===== src/rtl/rlat_pkg.sv =====
package rlat_pkg;
  localparam int unsigned BEAT_W = 64;

  typedef struct packed {
    logic [BEAT_W-1:0] data;
    logic              sop;
    logic              eop;
  } beat_t;
endpackage


===== src/rtl/rlat_ready_hist.sv =====
module rlat_ready_hist #(
  parameter int unsigned RDY_LAT = 2
) (
  input  logic clk,
  input  logic rst_n,
  input  logic rdy_in,
  output logic allow
);
  generate
    if (RDY_LAT == 1) begin : g_one
      logic h_q;
      always_ff @(posedge clk or negedge rst_n) begin
        if (!rst_n) h_q <= 1'b0;
        else        h_q <= rdy_in;
      end
      assign allow = h_q;
    end else begin : g_multi
      logic [RDY_LAT-1:0] h_q;
      always_ff @(posedge clk or negedge rst_n) begin
        if (!rst_n) h_q <= '0;
        else        h_q <= {h_q[RDY_LAT-2:0], rdy_in};
      end
      assign allow = h_q[RDY_LAT-1];
    end
  endgenerate
endmodule


===== src/rtl/rlat_holdoff.sv =====
module rlat_holdoff #(
  parameter int unsigned HOLDOFF = 2
) (
  input  logic clk,
  input  logic rst_n,
  output logic go
);
  generate
    if (HOLDOFF == 0) begin : g_none
      assign go = 1'b1;
    end else begin : g_cnt
      localparam int unsigned CW = $clog2(HOLDOFF + 1);
      localparam logic [CW-1:0] LIMIT = CW'(HOLDOFF);
      logic [CW-1:0] cnt_q;
      always_ff @(posedge clk or negedge rst_n) begin
        if (!rst_n)              cnt_q <= '0;
        else if (cnt_q != LIMIT) cnt_q <= cnt_q + 1'b1;
      end
      assign go = (cnt_q == LIMIT);
    end
  endgenerate
endmodule


===== src/rtl/rlat_beat_stage.sv =====
module rlat_beat_stage
  import rlat_pkg::*;
(
  input  logic  clk,
  input  logic  rst_n,
  input  logic  load,
  input  beat_t load_beat,
  input  logic  launch,
  output logic  full,
  output beat_t held
);
  always_ff @(posedge clk or negedge rst_n) begin
    if (!rst_n) begin
      full <= 1'b0;
      held <= '0;
    end else begin
      if (load) begin
        full <= 1'b1;
        held <= load_beat;
      end else if (launch) begin
        full <= 1'b0;
      end
    end
  end
endmodule


===== src/rtl/rlat_pkt_tx.sv =====
module rlat_pkt_tx
  import rlat_pkg::*;
#(
  parameter int unsigned RDY_LAT = 2,
  parameter int unsigned HOLDOFF = 2
) (
  input  logic              clk,
  input  logic              rst_n,
  input  logic              up_valid,
  output logic              up_ready,
  input  logic [BEAT_W-1:0] up_data,
  input  logic              up_sop,
  input  logic              up_eop,
  input  logic              lk_ready,
  output logic              lk_valid,
  output logic [BEAT_W-1:0] lk_data,
  output logic              lk_sop,
  output logic              lk_eop
);
  logic  allow, go, full, load;
  beat_t in_beat, held;

  rlat_ready_hist #(.RDY_LAT(RDY_LAT)) u_hist (
    .clk(clk), .rst_n(rst_n), .rdy_in(lk_ready), .allow(allow)
  );

  rlat_holdoff #(.HOLDOFF(HOLDOFF)) u_hold (
    .clk(clk), .rst_n(rst_n), .go(go)
  );

  // launch decision uses registered state only
  assign lk_valid = full && allow && go;
  assign up_ready = !full || lk_valid;
  assign load     = up_valid && up_ready;

  always_comb begin
    in_beat.data = up_data;
    in_beat.sop  = up_sop;
    in_beat.eop  = up_eop;
  end

  rlat_beat_stage u_stage (
    .clk(clk), .rst_n(rst_n), .load(load), .load_beat(in_beat),
    .launch(lk_valid), .full(full), .held(held)
  );

  assign lk_data = held.data;
  assign lk_sop  = held.sop;
  assign lk_eop  = held.eop;
endmodule


===== config.mk =====
export PLATFORM = sky130hd
export DESIGN_NAME = rlat_pkt_tx
export DESIGN_NICKNAME = d
export VERILOG_FILES = /design/src/rtl/rlat_pkg.sv /design/src/rtl/rlat_ready_hist.sv /design/src/rtl/rlat_holdoff.sv /design/src/rtl/rlat_beat_stage.sv /design/src/rtl/rlat_pkt_tx.sv
export SDC_FILE = /design/constraint.sdc
export NUM_CORES = 1
export LEC_CHECK = 0
export BUFFER_PORTS_ARGS = -buffer_cell sky130_fd_sc_hd__buf_2
export CAP_MARGIN = 20
export CORE_MARGIN = 2
export CORE_UTILIZATION = 45
export DETAILED_ROUTE_END_ITERATION = 6
export PLACE_DENSITY = 0.76
export SYNTH_ARGS = -nofsm -noshare
export SYNTH_HDL_FRONTEND = slang
export SYNTH_HIERARCHICAL = 1
export SYNTH_SLANG_ARGS = --single-unit

===== constraint.sdc =====
create_clock -name clk -period 3.2 [get_ports clk]
set_input_delay 0.16 -clock clk [delete_from_list [all_inputs] [get_ports clk]]
set_output_delay 0.16 -clock clk [all_outputs]
set_load 0.01 [all_outputs]

======== After elaboration in Yosys (flattened, before gate mapping) ========
Cells that the tools add are included.
storage, ports and cells
  input port bits ......................... 70
  bits in registers ....................... 71
  output and inout bits ................... 68
cells by class
  $add $sub $neg .......................... 1
  equality and inequality tests ........... 2
  muxes and demuxes ....................... 2
  reduce and logical (&&, ||, !) cells .... 6
operators with widths
  cell                                                           number
  1-bit logical AND                                              3
  2-bit by 1-bit adder with 2-bit output, second input constant  1
  2-bit equality test, second input constant                     1
  1-bit 2-to-1 mux                                               2
  2-bit != test, second input constant                           1
  2-bit nonzero test                                             1
  1-bit logical NOT                                              1
  1-bit logical OR                                               1

======== Longest topological paths before layout ========
Gate-level depths: netlist of the first run.
  word-level depth ........................ 5
  mapped depth ............................ 7
  depth with buffers taken out ............ 5

======== Hierarchy ========
The synthesis of the first run kept the hierarchy.
by module, submodules not included
  module           cells an instance  area each (um^2)  seq. area each (um^2)  times used
  rlat_beat_stage  142                2596.2            1676.6                 1
  rlat_holdoff     8                  96.3              50.0                   1
  rlat_ready_hist  2                  50.0              50.0                   1
  rlat_pkt_tx      4                  25.0              0.0                    1

======== Worst setup path after synthesis of the first run ========
OpenSTA, ideal clock, no wires.
  kind .................................... register -> register
  start ................................... register u_hold.g_cnt.cnt_q[0]
  end ..................................... register u_stage/held[34] (netlist name)
  cell stages (with the launch flop) ...... 8
  library setup time ...................... 0.125 ns
  path slack .............................. 1.583 ns
  data required time ...................... 3.075 ns
  clock period less this slack ............ 1.617 ns
  buffers on the path ..................... 2
  arrival ................................. 1.492 ns
  cell sequence ........................... dfrtp_1 > inv_1 > ha_1 > nand2_1 > a21boi_2 > buf_4 > buf_6 > mux2_4
between the ends
  cells in the longest elaborated chain, start to end .. 4
ends and longest elaborated chain
  what                    RTL line            RTL
  from (decl)             rlat_holdoff.sv:14  logic [CW-1:0] cnt_q;
  from (signal assigned)  rlat_holdoff.sv:17  else if (cnt_q != LIMIT) cnt_q <= cnt_q + 1'b1;
  2-bit equality test     rlat_holdoff.sv:19  assign go = (cnt_q == LIMIT);
  named net go            rlat_pkt_tx.sv:20   logic allow, go, full, load;
  1-bit logical AND       rlat_pkt_tx.sv:32   assign lk_valid = full && allow && go;
  1-bit logical OR        rlat_pkt_tx.sv:33   assign up_ready = !full || lk_valid;
  1-bit logical AND       rlat_pkt_tx.sv:34   assign load = up_valid && up_ready;
  named net load          rlat_pkt_tx.sv:20
The timed path passes the listed nets, and every way through them passes these cells.
A chain may end at the register's enable or synchronous reset.

======== Final worst setup path of the first run ========
  start ................................... register u_hold.g_cnt.cnt_q[0]
  end ..................................... register u_stage/held[25] (netlist name)
between the ends
  cells in the longest elaborated chain, start to end .. 4
ends and longest elaborated chain
  what                 RTL line
  2-bit equality test  rlat_holdoff.sv:19
  named net go         rlat_pkt_tx.sv:20
  1-bit logical AND    rlat_pkt_tx.sv:32
  1-bit logical OR     rlat_pkt_tx.sv:33
  1-bit logical AND    rlat_pkt_tx.sv:34
  named net load       rlat_pkt_tx.sv:20
The timed path passes the listed nets, and every way through them passes these cells.

==> impl_metrics.csv, run 1 <==
group,metric,value,unit
clocking,cts-htree-levels,3,
power,peakVddDrop,0.0003798,V
clocking,cts_buffer_depth,2,
yosys,synth_cells,156,
run_status,status,"finished clean",
clocking,tritoncts,"built",
drt,ant_nets,0,
floorplanning,die_x,82.43,um
yosys,synth_largest_area_cell,"dfrtp_1",
power,switching_share,0.2615,
clocking,clk_latency,320,ps
timing,fmax,525.6,MHz
global_routing,grt_pass1_wl,8.507,mm
setup_path,reg2reg_setup_slack,1300,ps
floorplanning,core-area,5921,um^2
yosys,synth_compound_area_frac,0.008590,
clocking,clock-sinks,71,
setup_path,timing.rr.start,"u_hold/g_cnt.cnt_q[0]",
timing,tightest_slew,847.7,ps
placement,dpl.hpwl,4.130,mm
global_routing,grt_overflow,0,
yosys,synth.distinct_cells,14,
clocking,numCtsBuffers,9,
placement,place_congestion,0.7369,
min_path,hp-class,"primary input to flop",
yosys,synth-xor-area-share,0.003165,
timing,fin_worst_skew,10.62,ps
floorplanning,die_area,6794,um^2
final_layout,layout_common_cells,"buf_2, dfrtp_1, mux2_2",
yosys,syn_nets,228,
yosys,yosys_warnings,6,
yosys,synth-seq-cells,71,
final_layout,antenna_cells,0,
setup_path,crit_fanout,38,
yosys,synth_top_family_by_area,"multiplexers",
timing,rsz0062_at_grt,"no",
yosys,synthAdderAreaFrac,0.009042,
setup_path,startpoint_type,"flop",
global_routing,track_usage,0.1688,
timing,finalHoldViolations,0,
drt,vias,1777,
yosys,syn_area,2768,um^2
job,cap_violations,0,
floorplanning,std_cell_rows,28,
timing,slew_violations,0,
timing,min_period_over_period,0.5946,
final_layout,final_nets,374,
yosys,muxShareOfSynthArea,0.3079,
yosys,syn_area_per_cell,17.74,um^2
floorplanning,io_pins,138,
power,p_leak,1.918,nW
placement,port_buffers,137,
global_routing,grt_max_degree,41,
yosys,yosysTopAreaCellShare,0.6420,
setup_path,cp.arrival,2110,ps
drt,wirelength,5.441,mm
yosys,synth.area.top_cells,"dfrtp_1, mux2_4, mux2_2",
power,p_comb_frac,0.233,
setup_path,reg2reg_to,"u_stage/held[25]",
setup_path,cp.required,3410,ps
drt,drt-initial-drc-count,46,
power,switchingPower,0.0006547,W
drt,wl_per_cell,14.24,um
final_layout,fill_cells,475,
power,p_clk_frac,0.311,
timing,tns,0,ps
global_routing,antenna_found_initial,0,
power,seqPwrFrac,0.457,
clocking,cts-root-buf,"clkbuf_8",
power,p_int,0.001849,W
floorplanning,die_y,82.43,um
yosys,synth-simple-area-share,0.006329,
timing,fin_hold_ws,58.63,ps
drt,first_pass_iters,3,
clocking,clk_pin_slew_worst_paths,80,ps
timing,max_slew_margin,0.4349,
drt,via_per_inst,4.652,
setup_path,end_kind,"flop",
timing,setup_violations,0,
timing,period_needed,1903,ps
global_routing,grt_pass1_vias,1807,
min_path,hold_path.startpoint,"up_data[31]",
min_path,hold_path_end,"u_stage/held[33]",
setup_path,reg2reg_depth,6,
power,power.density,665.2,nW/um^2
final_layout,syn2layout_area_growth,35.99,%
floorplanning,start_util,0.4675,
setup_path,crit_type,"flop to flop",
yosys,synth_seq_area_share,0.6420,
final_layout,layout-drive-gt1-share,0.7231,
final_layout,final_common_cell,"buf_2",
drt,drc,0,
min_path,holdPathStages,2,
power groups by stage:
stage	Clock (W)	Sequential (W)	Combinational, W
final	0.000778	0.00114	0.000583
after global routing	0.000838	0.00117	0.000630
after CTS	0.000800	0.00114	0.000594
after detailed placement	0	0.00116	0.000592
after global placement	0	0.00115	0.000577
after floorplan	0	0.00124	0.000253
cell type report:
| cell class | instances | area, um^2 | area share |
|---|---|---|---|
| multi-input combinational | 76 | 934.6 | 0.2483 |
| timing repair buffer | 142 | 728.2 | 0.1935 |
| tap | 75 | 93.84 | 0.02493 |
| clock buffer | 11 | 141.4 | 0.03757 |
| sequential | 71 | 1777 | 0.4721 |
| inverter | 2 | 7.507 | 0.001995 |
| clock inverter | 5 | 81.33 | 0.02161 |
worst max-delay path, cell delays in order (launching register included):
cell      delay (ps)
dfrtp_1          390
inv_1             80
ha_1             160
nand2_1          100
a21boi_4         170
buf_4            460
mux2_2           400
kinds of logic (layout without fill, tap and decap cells):
group / after synthesis / in the layout
adders and majority gates: 2 / 2
AOI/OAI and AO/OA: 3 / 3
DFF: 71 / 71
xor gates and xnor gates: 1 / 1
buffers and inverters: 9 / 160
and+or+nand+nor: 4 / 4
muxes: 66 / 66
Yosys cell counts (all sizes together):
cell and instances:
a21boi 1, and3 1, buf 7, dfrtp 71
nand2 3, xnor2 1, ha 2, a21o 1
o21ai 1, inv 2, mux2 66
worst max-delay path by stage:
stage | start | endpoint | slack (ps) | cells after the start
final | u_hold/g_cnt.cnt_q[0] | u_stage/held[25] | 1300 | 6
after global routing | u_hold/g_cnt.cnt_q[0] | u_stage/held[26] | 1200 | 6
after CTS | u_hold/g_cnt.cnt_q[0] | u_stage/held[22] | 1290 | 6
after detailed placement | u_hold/g_cnt.cnt_q[0] | u_stage/held[5] | 1290 | 6
after global placement | u_hold/g_cnt.cnt_q[0] | u_stage/held[5] | 1370 | 6
after floorplan | u_hold/g_cnt.cnt_q[0] | u_stage/held[34] | 1580 | 7
registers in the layout, summed over array words and instances (netlist names):
name / cells
u_hist/g_multi.h_q: 2
u_hold/g_cnt.cnt_q: 2
u_stage/full: 1
u_stage/held: 66
stage by stage:
step / instance area [um^2] / setup slack (ps) / cells / utilization / total power, W
2_1_floorplan: 2768 / 1583 / 156 / - / 0.001488
3_3_place_gp: 3521 / 1370 / 364 / 0.5947 / 0.001732
3_5_place_dp: 3521 / 1294 / 364 / 0.5947 / 0.001750
4_1_cts: 3764 / 1294 / 382 / 0.6357 / 0.002538
5_1_grt: 3764 / 1196 / 382 / 0.6357 / 0.002636
6_report: 3764 / 1297 / 382 / 0.6357 / 0.002503
what timing repair did:
action / CTS / global route
buffers inserted: 0 / 0
hold buffers: 2 / 0
gates resized for setup: 0 / 0
endpoints found under the hold margin: 40 / 0
metal layers:
layer  global-route usage  vias to the layer above  share of wire
li1                     -                      835              -
met5                    0                        -              0
met4              0.08000                        0          0.010
met2               0.2766                       59           0.52
met3              0.04348                        7          0.059
met1               0.2085                      876           0.41
No activity file was read; power rests on OpenSTA's default activity.
==> run 2, diff against run 1 <==
==> constraint.sdc (replaced) <==
create_clock -name clk -period 1.98 [get_ports clk]
set_input_delay 0.099 -clock clk [delete_from_list [all_inputs] [get_ports clk]]
set_output_delay 0.099 -clock clk [all_outputs]
set_load 0.01 [all_outputs]
==> run 2 against run 1 <==
Effect of this change:
- cell count is 12% higher
- worst setup slack lost 1100 ps
- maximum frequency increased by 8.2%
- critical path type unchanged
- largest power group unchanged
- first-iteration DRC count rose by 70%
- register-to-register slack got worse by 1100 ps
- via count rose by 11%
- wire length up 18%
- sequential cell count unchanged
- critical endpoint is now u_stage/held[11]
- sequential share of layout area fell by 5.3 points
==> impl_metrics.csv, run 2 (same netlist as run 1, synthesis figures left out) <==
group,metric,value,unit
drt,drc,0,
drt,drt-initial-drc-count,78,
power,seqPwrFrac,0.446,
setup_path,reg2reg_setup_slack,220,ps
drt,first_pass_iters,3,
drt,vias,1981,
setup_path,cp.arrival,1960,ps
final_layout,antenna_cells,0,
setup_path,reg2reg_to,"u_stage/held[11]",
timing,setup_violations,0,
final_layout,top_register,"u_stage/held",
final_layout,fill_cells,414,
timing,min_period_over_period,0.8882,
timing,rsz0062_at_grt,"no",
clocking,clk_latency,330,ps
global_routing,track_usage,0.1970,
placement,port_buffers,137,
clocking,tritoncts,"built",
placement,place_congestion,0.7704,
drt,wirelength,6.410,mm
final_layout,layout-drive-gt1-share,0.6382,
timing,finalHoldViolations,0,
timing,fmax,568.6,MHz
final_layout,stdcell_count,426,
setup_path,startpoint_type,"flop",
setup_path,crit_type,"flop to flop",
final_layout,reg.largest.list,"u_stage/held (66), u_hist/g_multi.h_q (2), u_hold/g_cnt.cnt_q (2)",
floorplanning,core-area,5921,um^2
drt,wl_per_cell,15.05,um
clocking,clk_pin_slew_worst_paths,80,ps
drt,via_per_inst,4.650,
power,p_comb_frac,0.251,
clocking,clock-sinks,71,
floorplanning,std_cell_rows,28,
global_routing,antenna_found_initial,0,
floorplanning,die_y,82.43,um
setup_path,timing.rr.start,"u_hold/g_cnt.cnt_q[0]",
clocking,cts_buffer_depth,2,
power,peakVddDrop,0.0005275,V
final_layout,largest_register_ffs,66,
clocking,numCtsBuffers,9,
floorplanning,start_util,0.4675,
setup_path,end_kind,"flop",
timing,tns,0,ps
timing,max_slew_margin,0.7582,
run_status,status,"finished clean",
global_routing,grt_max_degree,72,
global_routing,use_met2,0.3379,
global_routing,met1_usage,0.2299,
floorplanning,die_x,82.43,um
global_routing,grt_pass1_vias,2095,
timing,fin_worst_skew,10.79,ps
global_routing,grt_busiest_layer,"met2",
timing,slew_violations,0,
final_layout,final_nets,418,
power,switching_share,0.2643,
power,p_int,0.003054,W
floorplanning,io_pins,138,
power,p_leak,2.121,nW
clocking,cts_setup_buffers,0,
global_routing,grt_overflow,0,
clocking,cts-root-buf,"clkbuf_8",
global_routing,grt_pass1_wl,9.832,mm
power,switchingPower,0.001097,W
floorplanning,die_area,6794,um^2
setup_path,cp.required,2180,ps
final_layout,final_common_cell,"buf_2",
placement,dpl.hpwl,4.123,mm
power,power.density,979.6,nW/um^2
drt,ant_nets,0,
placement,placedCellCount,365,
min_path,hold_path.startpoint,"up_data[58]",
timing,period_needed,1759,ps
clocking,cts-htree-levels,3,
timing,setup_ws,221.4,ps
setup_path,reg2reg_depth,6,
power,p_clk_frac,0.303,
global_routing,grtUsageMet3,0.04674,
placement,preCtsSetupSlack,234.4,ps
min_path,hp-class,"primary input to flop",
job,cap_violations,0,
min_path,hold_path_end,"u_stage/held[60]",
setup_path,crit_fanout,36,
clocking,cts.repair.resized,0,
min_path,holdPathStages,2,
final_layout,syn2layout_area_growth,53.12,%
final_layout,layout_common_cells,"buf_2, dfrtp_1, dlygate4sd3_1",
timing,tightest_slew,362.7,ps
## run 2: worst max-delay path by stage
stage / end / from / depth (start not counted) / slack (ps)
2_1_floorplan: u_stage/held[34] / u_hold/g_cnt.cnt_q[0] / 7 / 360
3_3_place_gp: u_stage/held[5] / u_hold/g_cnt.cnt_q[0] / 6 / 300
5_1_grt: u_stage/held[11] / u_hold/g_cnt.cnt_q[0] / 6 / 150
4_1_cts: u_stage/held[11] / u_hold/g_cnt.cnt_q[0] / 6 / 220
3_5_place_dp: u_stage/held[11] / u_hold/g_cnt.cnt_q[0] / 6 / 230
6_report: u_stage/held[11] / u_hold/g_cnt.cnt_q[0] / 6 / 220
## run 2: area by class of cell
class	count	area (um^2)	share of cell area
multi-input combinational	76	934.6	0.2205
tap	75	93.84	0.02214
clock inverter	6	83.83	0.01978
sequential	71	1777	0.4192
clock buffer	10	137.6	0.03248
timing repair buffer	186	1204	0.2840
inverter	2	7.507	0.001771
## run 2: power groups by stage
| stage | logic, W | clock network, W | registers (W) |
|---|---|---|---|
| after global routing | 0.00112 | 0.00137 | 0.00189 |
| after CTS | 0.00105 | 0.00129 | 0.00185 |
| after detailed placement | 0.000974 | 0 | 0.00187 |
| final | 0.00104 | 0.00126 | 0.00185 |
| after global placement | 0.000953 | 0 | 0.00186 |
| after floorplan | 0.000409 | 0 | 0.00200 |
## run 2: repair_timing
item / CTS / global route
hold buffers: 45 / 0
setup endpoints to repair: 0 / 0
endpoints found under the hold margin: 115 / 0
## run 2: worst max-delay path, stage by stage (launching register included)
cell,delay [ps]
dfrtp_1,390
inv_1,80
ha_1,160
nand2_1,110
a21boi_4,250
buf_12,260
mux2_2,370
## run 2: through the flow
stage          cell area, um^2  total power [W]  hold slack [ps]  utilization
6_report                  4238         0.004151            8.610       0.7158
3_3_place_gp              3566         0.002817            151.3       0.6023
3_5_place_dp              3566         0.002849            154.3       0.6023
4_1_cts                   4238         0.004185           0.3309       0.7158
2_1_floorplan             2768         0.002405           -196.6            -
5_1_grt                   4238         0.004369           0.9984       0.7158
## run 2: routing by layer
layer / vias to the layer above / part of all wire
met5: - / 0
met4: 0 / 0.036
met3: 23 / 0.054
met2: 75 / 0.52
met1: 963 / 0.39
li1: 920 / -
==> run 3, diff against run 2 <==
--- a/config.mk
+++ b/config.mk
@@ -5,12 +5,12 @@
 export SDC_FILE = /design/constraint.sdc
 export NUM_CORES = 1
 export LEC_CHECK = 0
-export BUFFER_PORTS_ARGS = -buffer_cell sky130_fd_sc_hd__buf_2
 export CAP_MARGIN = 20
 export CORE_MARGIN = 2
 export CORE_UTILIZATION = 45
 export DETAILED_ROUTE_END_ITERATION = 6
-export PLACE_DENSITY = 0.76
+export DONT_BUFFER_PORTS = 1
+export PLACE_DENSITY = 0.57
 export SYNTH_ARGS = -nofsm -noshare
 export SYNTH_HDL_FRONTEND = slang
 export SYNTH_HIERARCHICAL = 1
==> run 3 against run 2 <==
Effect of this change:
- power shrank 4.4%
- combinational power shrank 43%
- global-route usage shrank 3.0 points
- sequential power grew 10%
- clock skew shrank 5.3 ps
- first-iteration DRC count shrank 76%
- critical endpoint is now u_stage/held[65]
==> impl_metrics.csv, run 3 (same netlist as run 1, synthesis figures left out) <==
group,metric,value,unit
timing,finalHoldViolations,0,
floorplanning,die_y,82.43,um
setup_path,startpoint_type,"flop",
setup_path,cp.required,2200,ps
min_path,hp-class,"primary input to flop",
clocking,clk_pin_slew_worst_paths,70,ps
setup_path,cp.arrival,2020,ps
floorplanning,start_util,0.4675,
final_layout,syn2layout_area_growth,37.12,%
final_layout,top_register,"u_stage/held",
drt,drc,0,
timing,tns,0,ps
setup_path,crit_type,"flop to flop",
setup_path,reg2reg_to,"u_stage/held[65]",
min_path,hold_path.startpoint,"up_valid",
clocking,tritoncts,"built",
power,peakVddDrop,0.0006969,V
clocking,cts_buffer_depth,2,
timing,rsz0062_at_grt,"no",
final_layout,largest_register_ffs,66,
final_layout,final_common_cell,"dfrtp_1",
drt,vias,1552,
floorplanning,io_pins,138,
timing,min_period_over_period,0.9093,
setup_path,reg2reg_depth,6,
drt,wl_per_cell,17.87,um
placement,placed_cell_area,2853,um^2
setup_path,reg2reg_setup_slack,180,ps
power,power.density,1046,nW/um^2
placement,preCtsSetupSlack,183.4,ps
timing,setup_violations,0,
min_path,holdPathStages,2,
final_layout,reg.largest.list,"u_stage/held (66), u_hist/g_multi.h_q (2), u_hold/g_cnt.cnt_q (2)",
global_routing,grt_pass1_wl,8.204,mm
min_path,hold_path_end,"u_stage/full",
timing,max_slew_margin,0.7804,
setup_path,crit_fanout,36,
floorplanning,std_cell_rows,28,
clocking,clock-sinks,71,
timing,slew_violations,0,
job,cap_violations,0,
timing,fmax,555.4,MHz
timing,tightest_slew,329.3,ps
final_layout,final_area,3795,um^2
global_routing,track_usage,0.1673,
clocking,cts_setup_buffers,0,
global_routing,grt_pass1_vias,1741,
global_routing,grt_max_degree,72,
placement,placedCellCount,226,
placement,port_buffers,0,
clocking,numCtsBuffers,9,
final_layout,stdcell_count,310,
final_layout,layout_common_cells,"dfrtp_1, dlygate4sd3_1, mux2_2",
setup_path,slowest_stage,"dfrtp_1",
clocking,clk_latency,330,ps
drt,ant_nets,0,
final_layout,final_util,0.6410,
floorplanning,core-area,5921,um^2
timing,fin_worst_skew,5.444,ps
placement,dpl.hpwl,3.327,mm
final_layout,fill_cells,411,
timing,period_needed,1801,ps
drt,via_per_inst,5.006,
floorplanning,die_x,82.43,um
setup_path,crit_chain,"inv_1 -> ha_1 -> nand2_1 -> a21boi_4 -> buf_12 -> mux2_2",
run_status,status,"finished clean",
clocking,cts-root-buf,"clkbuf_8",
final_layout,antenna_cells,0,
final_layout,final_nets,303,
setup_path,end_kind,"flop",
setup_path,critPathMaxStageDelay,390,ps
global_routing,antenna_found_initial,0,
setup_path,timing.rr.start,"u_hold/g_cnt.cnt_q[0]",
clocking,cts-htree-levels,3,
timing,setup_ws,179.5,ps
drt,wirelength,5.541,mm
global_routing,grt_overflow,0,
power,p_leak,1.672,nW
drt,drt-initial-drc-count,19,
drt,first_pass_iters,4,
final_layout,layout-drive-gt1-share,0.3617,
placement,place_congestion,0.6245,
floorplanning,die_area,6794,um^2
-- run 3: cell count changes in the layout (fill, tap and decap cells not counted) --
cell           before  now
buf_12              3    2
buf_16              0    1
buf_2             137    0
buf_4               1    0
bufinv_16           2    3
clkbuf_8           10    9
clkinv_2            3    1
clkinv_4            1    0
clkinvlp_4          0    2
dlygate4sd3_1      45   68
-- run 3: through the flow --
stage          hold slack [ps]  power (W)
2_1_floorplan           -196.6   0.002405
3_5_place_dp            -194.9   0.002516
6_report                 98.86   0.003970
5_1_grt                  84.30   0.004171
4_1_cts                  85.63   0.004016
3_3_place_gp            -195.0   0.002489
-- run 3: final cells by class --
| type | count | area, um^2 | area share |
|---|---|---|---|
| Sequential cell | 71 | 1777 | 0.4682 |
| Multi-Input combinational cell | 76 | 934.6 | 0.2463 |
| Timing Repair Buffer | 71 | 748.2 | 0.1972 |
| Clock buffer | 9 | 123.9 | 0.03264 |
| Clock inverter | 6 | 110.1 | 0.02901 |
| Tap cell | 75 | 93.84 | 0.02473 |
| Inverter | 2 | 7.507 | 0.001978 |
-- run 3: repair_timing --
item | 4_1_cts | 5_1_grt
hold endpoints to repair | 138 | 0
gates resized for setup | 0 | 0
hold buffers | 69 | 0
-- run 3: critical path: cells and delay by family, from the launching register on --
| family | cells | cell delay, ps |
|---|---|---|
| mux | 1 | 380 |
| flops | 1 | 390 |
| compound gates | 1 | 250 |
| fa+ha+maj | 1 | 160 |
| buf+inv | 2 | 370 |
| simple gates | 1 | 110 |
-- run 3: metal layers --
metal / vias up / wire [um] / global-route usage
li1: 689 / - / -
met4: 0 / 108 / 0.08833
met2: 93 / 2794 / 0.2710
met1: 757 / 2110 / 0.1894
met5: - / 0 / 0
met3: 13 / 529 / 0.06739
-- run 3: worst max-delay path by stage --
stage	slack (ps)	endpoint	startpoint	depth (start not counted)
4_1_cts	180	u_stage/held[1]	u_hold/g_cnt.cnt_q[0]	6
5_1_grt	110	u_stage/held[65]	u_hold/g_cnt.cnt_q[0]	6
3_5_place_dp	180	u_stage/held[3]	u_hold/g_cnt.cnt_q[0]	6
2_1_floorplan	360	u_stage/held[34]	u_hold/g_cnt.cnt_q[0]	7
3_3_place_gp	270	u_stage/held[2]	u_hold/g_cnt.cnt_q[0]	6
6_report	180	u_stage/held[65]	u_hold/g_cnt.cnt_q[0]	6
-- run 3: power by group --
part | switching (W) | internal, W | leakage, nW
Combinational | 0.000188 | 0.000408 | 0.734
Clock | 0.000509 | 0.000827 | 0.111
Sequential | 0.000323 | 0.00172 | 0.827
Total | 0.00102 | 0.00295 | 1.67
